==> src/rtl/cc_pkg.sv <==
package cc_pkg;

  typedef enum logic [1:0] {
    REG_CTRL   = 2'd0,
    REG_CFG    = 2'd1,
    REG_STATUS = 2'd2,
    REG_SPARE  = 2'd3
  } cc_reg_e;

  // Position after p in a frame of n bit periods.
  function automatic int unsigned wrap_inc(int unsigned p, int unsigned n);
    return (p + 1 == n) ? 0 : p + 1;
  endfunction

  // True when p lies in the window [first, first+len).
  function automatic logic in_window(int unsigned p, int unsigned first, int unsigned len);
    return (p >= first) && (p < first + len);
  endfunction

  // Position just ahead of the slot, taking the frame wrap into account.
  function automatic int unsigned pre_pos(int unsigned first, int unsigned n);
    return (first + n - 1) % n;
  endfunction

endpackage

==> src/rtl/cc_slot_timer.sv <==
module cc_slot_timer #(
  parameter int unsigned FRAME_BITS = 256,
  parameter int unsigned SLOT_FIRST = 8,
  parameter int unsigned SLOT_LEN   = 8,
  localparam int unsigned CW = $clog2(FRAME_BITS),
  localparam int unsigned IW = $clog2(SLOT_LEN)
) (
  input  logic          clk,
  input  logic          rst_n,
  input  logic          frame_pulse,
  input  logic          rate_full,
  output logic [CW-1:0] pos,
  output logic [IW-1:0] bit_idx,
  output logic          locked,
  output logic          slot_active,
  output logic          slot_load,
  output logic          slot_sample,
  output logic          slot_done
);
  localparam logic [CW-1:0] P_FIRST = CW'(SLOT_FIRST);
  localparam logic [CW-1:0] P_LAST  = CW'(SLOT_FIRST + SLOT_LEN - 1);
  localparam logic [CW-1:0] P_PRE   = CW'(cc_pkg::pre_pos(SLOT_FIRST, FRAME_BITS));

  logic half;
  logic bit_end;

  assign bit_end = rate_full | half;

  always_ff @(posedge clk) begin
    if (!rst_n) begin
      pos    <= '0;
      half   <= 1'b0;
      locked <= 1'b0;
    end else if (frame_pulse) begin
      pos    <= '0;
      half   <= 1'b0;
      locked <= 1'b1;
    end else begin
      half <= rate_full ? 1'b0 : ~half;
      if (bit_end) pos <= CW'(cc_pkg::wrap_inc(32'(pos), FRAME_BITS));
    end
  end

  assign slot_active = locked & cc_pkg::in_window(32'(pos), SLOT_FIRST, SLOT_LEN);
  assign slot_load   = locked & bit_end & ~frame_pulse & (pos == P_PRE);
  assign slot_sample = slot_active & bit_end & ~frame_pulse;
  assign slot_done   = slot_sample & (pos == P_LAST);
  assign bit_idx     = IW'(pos - P_FIRST);
endmodule

==> src/rtl/cc_tx.sv <==
module cc_tx #(
  parameter int unsigned DW = 8,
  localparam int unsigned IW = $clog2(DW)
) (
  input  logic          clk,
  input  logic          rst_n,
  input  logic          load,
  input  logic          active,
  input  logic [DW-1:0] ctrl_byte,
  input  logic          tx_enable,
  input  logic [IW-1:0] idx,
  output logic [DW-1:0] hold,
  output logic          hold_en,
  output logic          ser_out,
  output logic          ser_oe
);
  always_ff @(posedge clk) begin
    if (!rst_n) begin
      hold    <= '0;
      hold_en <= 1'b0;
    end else if (load) begin
      hold    <= ctrl_byte;
      hold_en <= tx_enable;
    end
  end

  assign ser_oe  = active & hold_en;
  assign ser_out = ser_oe ? hold[idx] : 1'b1;
endmodule

==> src/rtl/cc_rx.sv <==
module cc_rx #(
  parameter int unsigned DW = 8
) (
  input  logic          clk,
  input  logic          rst_n,
  input  logic          sample,
  input  logic          done,
  input  logic          ser_in,
  output logic [DW-1:0] status
);
  logic [DW-1:0] shreg;
  logic [DW-1:0] shnext;

  assign shnext = {ser_in, shreg[DW-1:1]};

  always_ff @(posedge clk) begin
    if (!rst_n) begin
      shreg  <= '0;
      status <= '0;
    end else begin
      if (sample) shreg  <= shnext;
      if (done)   status <= shnext;
    end
  end
endmodule

==> src/rtl/cc_regs.sv <==
module cc_regs #(
  parameter int unsigned DW = 8
) (
  input  logic          clk,
  input  logic          rst_n,
  input  logic          cpu_wr,
  input  logic [1:0]    cpu_addr,
  input  logic [DW-1:0] cpu_wdata,
  input  logic [DW-1:0] status,
  output logic [DW-1:0] ctrl_byte,
  output logic          tx_enable,
  output logic          rate_full,
  output logic [DW-1:0] cpu_rdata
);
  import cc_pkg::*;

  cc_reg_e sel;
  assign sel = cc_reg_e'(cpu_addr);

  always_ff @(posedge clk) begin
    if (!rst_n) begin
      ctrl_byte <= '0;
      tx_enable <= 1'b0;
      rate_full <= 1'b0;
    end else if (cpu_wr) begin
      if (sel == REG_CTRL) ctrl_byte <= cpu_wdata;
      if (sel == REG_CFG) begin
        tx_enable <= cpu_wdata[0];
        rate_full <= cpu_wdata[1];
      end
    end
  end

  always_comb begin
    case (sel)
      REG_CTRL:   cpu_rdata = ctrl_byte;
      REG_CFG:    cpu_rdata = {{(DW-2){1'b0}}, rate_full, tx_enable};
      REG_STATUS: cpu_rdata = status;
      default:    cpu_rdata = '0;
    endcase
  end
endmodule

==> src/rtl/cc_port.sv <==
module cc_port #(
  parameter int unsigned CH_BITS  = 8,
  parameter int unsigned FRAME_CH = 32,
  parameter int unsigned SLOT_CH  = 1
) (
  input  logic               clk,
  input  logic               rst_n,
  input  logic               frame_pulse,
  input  logic               ser_in,
  output logic               ser_out,
  output logic               ser_oe,
  input  logic               cpu_wr,
  input  logic [1:0]         cpu_addr,
  input  logic [CH_BITS-1:0] cpu_wdata,
  output logic [CH_BITS-1:0] cpu_rdata
);
  localparam int unsigned FRAME_BITS = CH_BITS * FRAME_CH;
  localparam int unsigned SLOT_FIRST = CH_BITS * SLOT_CH;
  localparam int unsigned CW = $clog2(FRAME_BITS);
  localparam int unsigned IW = $clog2(CH_BITS);

  logic [CW-1:0]      pos;
  logic [IW-1:0]      bit_idx;
  logic               locked, slot_active, slot_load, slot_sample, slot_done;
  logic [CH_BITS-1:0] ctrl_byte, tx_hold, status;
  logic               tx_enable, rate_full, hold_en;

  cc_slot_timer #(.FRAME_BITS(FRAME_BITS), .SLOT_FIRST(SLOT_FIRST), .SLOT_LEN(CH_BITS)) u_timer (
    .clk(clk), .rst_n(rst_n), .frame_pulse(frame_pulse), .rate_full(rate_full),
    .pos(pos), .bit_idx(bit_idx), .locked(locked), .slot_active(slot_active),
    .slot_load(slot_load), .slot_sample(slot_sample), .slot_done(slot_done)
  );

  cc_tx #(.DW(CH_BITS)) u_tx (
    .clk(clk), .rst_n(rst_n), .load(slot_load), .active(slot_active),
    .ctrl_byte(ctrl_byte), .tx_enable(tx_enable), .idx(bit_idx),
    .hold(tx_hold), .hold_en(hold_en), .ser_out(ser_out), .ser_oe(ser_oe)
  );

  cc_rx #(.DW(CH_BITS)) u_rx (
    .clk(clk), .rst_n(rst_n), .sample(slot_sample), .done(slot_done),
    .ser_in(ser_in), .status(status)
  );

  cc_regs #(.DW(CH_BITS)) u_regs (
    .clk(clk), .rst_n(rst_n), .cpu_wr(cpu_wr), .cpu_addr(cpu_addr),
    .cpu_wdata(cpu_wdata), .status(status), .ctrl_byte(ctrl_byte),
    .tx_enable(tx_enable), .rate_full(rate_full), .cpu_rdata(cpu_rdata)
  );
endmodule

==> config.mk <==
export PLATFORM = sky130hd
export DESIGN_NAME = cc_port
export DESIGN_NICKNAME = d
export VERILOG_FILES = /design/src/rtl/cc_pkg.sv /design/src/rtl/cc_slot_timer.sv /design/src/rtl/cc_tx.sv /design/src/rtl/cc_rx.sv /design/src/rtl/cc_regs.sv /design/src/rtl/cc_port.sv
export SDC_FILE = /design/constraint.sdc
export NUM_CORES = 1
export LEC_CHECK = 0
export ABC_CLOCK_PERIOD_IN_PS = 2550
export BUFFER_PORTS_ARGS = -buffer_cell sky130_fd_sc_hd__clkbuf_2
export CORE_ASPECT_RATIO = 1.5
export CORE_UTILIZATION = 25
export DETAILED_ROUTE_END_ITERATION = 7
export PLACE_DENSITY = 0.44
export SLEW_MARGIN = 15
export SYNTH_ARGS = -nofsm -noshare
export SYNTH_HDL_FRONTEND = slang
export SYNTH_HIERARCHICAL = 1
export SYNTH_SLANG_ARGS = --single-unit
==> constraint.sdc <==
create_clock -name clk -period 2.55 [get_ports clk]
set_clock_uncertainty 0.2 [all_clocks]
set_input_delay 0 -clock clk [delete_from_list [all_inputs] [get_ports clk]]
set_output_delay 0 -clock clk [all_outputs]
set_load 0.01 [all_outputs]
---- Word level (Yosys, flattened, before mapping) ----
Cells that the tools add are included.
storage, ports and cells
  flip-flop bits (word level) ............. 45
  output and inout port bits .............. 10
  logic and storage cells ................. 43
operators by class
  bitwise operators ....................... 12
  add/sub/neg operators ................... 2
  reduce and logical (&&, ||, !) cells .... 6
  $lt $le $gt $ge ......................... 3
  equal/unequal tests ..................... 5
  muxes and demuxes ....................... 5
operators by type and width
  kind                                                                                 number
  8-bit one-hot mux with 3 select lines                                                1
  8-bit by 1-bit adder with 9-bit output, second input constant                        1
  9-bit equality test, second input constant                                           1
  1-bit bitwise AND                                                                    8
  8-bit by 3-bit equality test with 1-bit output, second input constant                1
  8-bit by 4-bit equality test with 1-bit output, second input constant                1
  8-bit by 4-bit greater-or-equal comparator with 1-bit output, second input constant  1
  8-bit by 5-bit < comparator with 1-bit output, second input constant                 1
  8-bit 2-to-1 mux                                                                     1
  3-bit by 4-bit < comparator with 1-bit output, second input constant                 1
  2-bit AND reduction                                                                  2
  1-bit binary-select mux with 3-bit select                                            1
  1-bit NOT                                                                            3
  3-bit OR reduction                                                                   1
  3-bit by 1-bit subtractor with 3-bit output, second input constant                   1
  2-bit by 1-bit equality test with 1-bit output, second input constant                1
  2-bit equality test, second input constant                                           1
  2-bit logical NOT                                                                    1
  1-bit 2-to-1 mux                                                                     2
  2-bit OR reduction                                                                   1
  1-bit logical AND                                                                    1
  1-bit OR                                                                             1

---- Longest topological paths before layout ----
  depth after elaboration ................. 6
  depth in mapped cells ................... 7
  mapped depth without buffers ............ 6

---- Cells and area by module ----
Netlist, hierarchy kept.
by module, submodules not included
  module         cells each  times used  area each (um^2)  sequential area each (um^2)
  cc_rx          48          1           571.8             300.3
  cc_regs        62          1           569.3             200.2
  cc_slot_timer  59          1           529.3             200.2
  cc_tx          36          1           415.4             180.2

---- Least setup slack after synthesis ----
No wires, ideal clock.
  path kind ............................... register to register
  start ................................... register u_timer.pos[1]
  end ..................................... register u_tx.hold[0]
  arrival ................................. 1.901 ns
  setup time .............................. 0.116 ns
  buffers on the path ..................... 1
  cell stages (with the launch flop) ...... 8
  setup slack ............................. 0.333 ns
  clock period less this slack ............ 2.217 ns
  cells stage by stage .................... dfxtp_1 -> ha_1 -> nand2_2 -> or4b_4 -> nor3b_2 -> buf_2 -> mux2i_1 -> nor2b_1
on the way
  cells in the longest elaborated chain, start to end .. 2
ends and longest elaborated chain
  item                                            RTL line             RTL
  start, declared                                 cc_slot_timer.sv:12  output logic [CW-1:0] pos,
  start signal, assigned                          cc_slot_timer.sv:40  if (bit_end) pos <= CW'(cc_pkg::wrap_inc(32'(pos), FRAME_BITS));
  8-bit by 3-bit equality test with 1-bit output  cc_slot_timer.sv:45  assign slot_load = locked & bit_end & ~frame_pulse & (pos == P_PRE);
  1-bit bitwise AND                               cc_slot_timer.sv:45
  net slot_load                                   cc_port.sv:24        logic locked, slot_active, slot_load, slot_sample, slot_done;
  end signal, assigned                            cc_tx.sv:22          hold <= ctrl_byte;
  end, declared                                   cc_tx.sv:12          output logic [DW-1:0] hold,
The timed path passes the listed nets, and every way through them passes these cells.
A chain may end at the register's enable or synchronous reset.

---- Worst setup path in the final report ----
  start ................................... register u_timer.pos[0]
  end ..................................... register u_tx.hold_en
on the way
  cells in the longest elaborated chain, start to end .. 2
ends and longest elaborated chain
  item                                            RTL line             RTL
  8-bit by 3-bit equality test with 1-bit output  cc_slot_timer.sv:45
  1-bit bitwise AND                               cc_slot_timer.sv:45
  net slot_load                                   cc_port.sv:24
  end signal, assigned                            cc_tx.sv:23          hold_en <= tx_enable;
  end, declared                                   cc_tx.sv:13          output logic hold_en,
The timed path passes the listed nets, and every way through them passes these cells.

==> impl_metrics.toml <==
[status]
status = "finished, final reports clean"

[worst_setup_path]
crit_type = "reg -> reg"
crit_path_start_kind = "flip-flop"
r2r_slack_ns = 0.39
cp_slowest_cell = "or4b_4"
crit_path_end_kind = "flip-flop"
critPathMaxStageDelay_ns = 0.53
crit_fanout = 9
critPathRequiredTime_ns = 2.52
crit_family = "simple AND/OR/NAND/NOR gates"
worstPathCellList = "ha_1 -> nand2_2 -> or4b_4 -> nor3b_2 -> buf_4 -> mux2i_1 -> nor2b_1"
crit_buf_inv = 1
critPathArrivalTime_ns = 2.13

[detailed_routing]
totalWireLength_mm = 4.46
drt_iter0_drc = 65
wl_per_cell_um = 12.9
vias_per_cell = 4.28
first_pass_iters = 4
num_vias = 1481
drc = 0
ant_nets = 0

[placement]
gp_congestion = 0.681
place_area_mm2 = 0.00228
place.port_buffers = 24
place_hpwl_mm = 3.25
dpl_worst_slack_ns = 0.395
dp_cells = 327

[clock_tree]
post_cts.repair.setup_buffers = 0
cts_tree = "built"
clkLatencyLatePin_ns = 0.28
numCtsBuffers = 5
cts.clk_slew.worst_paths_ns = 0.06
root_buffer = "clkbuf_16"
cts_sinks = 44
htreeDepth = 2
cts_buffer_depth = 2

[grt]
grt_pass1_wl_mm = 7.50
grt_pass1_vias = 1471
grt_antenna_before_repair = 0
grt_overflow = 0
grt_usage = 0.112
grt_max_degree = 44

[timing]
fin_crit_ns = 2.16
setup_violations = 0
drv_slew = 0
hold_viol = 0
tightest_slew_ns = 0.443
rsz0062_at_grt = "false"
setup_slack_ns = 0.391
relSlewSlack = 0.702
hold_ws_ns = 0.00462
timing.final.crit_share = 0.847
setup-tns-final_ns = 0
max_freq_mhz = 463

[pwr]
vdd_ir_drop_max_v = 0.000259
powerDensity_mw_per_mm2 = 572
leakage_nw = 0.918
finalPower_mw = 1.46

[yosys]
synth.avg_cell_area_um2 = 10.2
syn_nets = 220
synth_area_mm2 = 0.00206
synth-warning-count = 6
netlist_instances = 202

[finish]
layout_commonest_cell = "mux2i_1"
post_route_cells_drive_above_1_share = 0.191
final_cell_mix = "mux2i_1, dfxtp_1, nor2b_1"
nNetsFinal = 259
final_cells = 346
diodes = 0
final_core_util = 0.319
syn_to_final_growth_pct = 23.9
design_area_mm2 = 0.00256

[die]
die-area_mm2 = 0.00863
die_y_um = 113
start_util = 0.258
core-area_mm2 = 0.00801
rows = 40
die_x_um = 76.2
io_pins = 25

[min_path]
min_path_type = "in -> reg"

[run]
maxCapViolCount = 0
-- power by group --
group	switching (mW)	leakage (nW)	internal [mW]	total, mW
registers	0.00903	0.356	0.696	0.705
logic	0.0428	0.486	0.0465	0.0893
clock network	0.257	0.0760	0.411	0.668
total	0.309	0.918	1.15	1.46
-- routing by layer --
layer	up-vias	GRT usage	routed length (um)
met1	679	0.133	2060
met4	0	0.0423	73
met2	26	0.193	2200
li1	770	-	-
met3	6	0.0274	131
met5	-	0	0
-- worst paths after layout --
check                                         from                          endpoint  cells after the start
setup reg to reg       u_timer/pos[0]$_SDFFE_PP0N_         u_tx/hold_en$_SDFFE_PN0P_                      7
hold / removal                               rst_n       u_timer/pos[7]$_SDFFE_PP0N_                      3
hold reg to reg   u_regs/ctrl_byte[3]$_SDFFE_PN0P_  u_regs/ctrl_byte[3]$_SDFFE_PN0P_                      2
setup / recovery       u_timer/pos[0]$_SDFFE_PP0N_         u_tx/hold_en$_SDFFE_PN0P_                      7
-- tightest hold or removal path: stages --
cell	delay, ns
clkbuf_2	0.10
nand2b_1	0.27
a21oi_1	0.07
-- area by class of cell --
class	instances	area, um^2
clock buffer	7	153
timing repair buffer	44	300
sequential	44	881
multi-input combinational	144	1080
inverter	2	7.51
fill	890	5450
tap	105	131
-- sequential cells by signal, indices dropped and copies added (netlist names) --
signal	cells
u_regs/ctrl_byte	8
u_regs/rate_full	1
u_regs/tx_enable	1
u_rx/shreg	7
u_rx/status	8
u_timer/half	1
u_timer/locked	1
u_timer/pos	8
u_tx/hold	8
u_tx/hold_en	1
-- timing repair --
item                                   in CTS  in global routing
hold buffers                               12                  0
resized for setup                           0                  0
endpoints found under the hold margin      13                  0
Note: power is estimated with default switching activity, not from simulation.
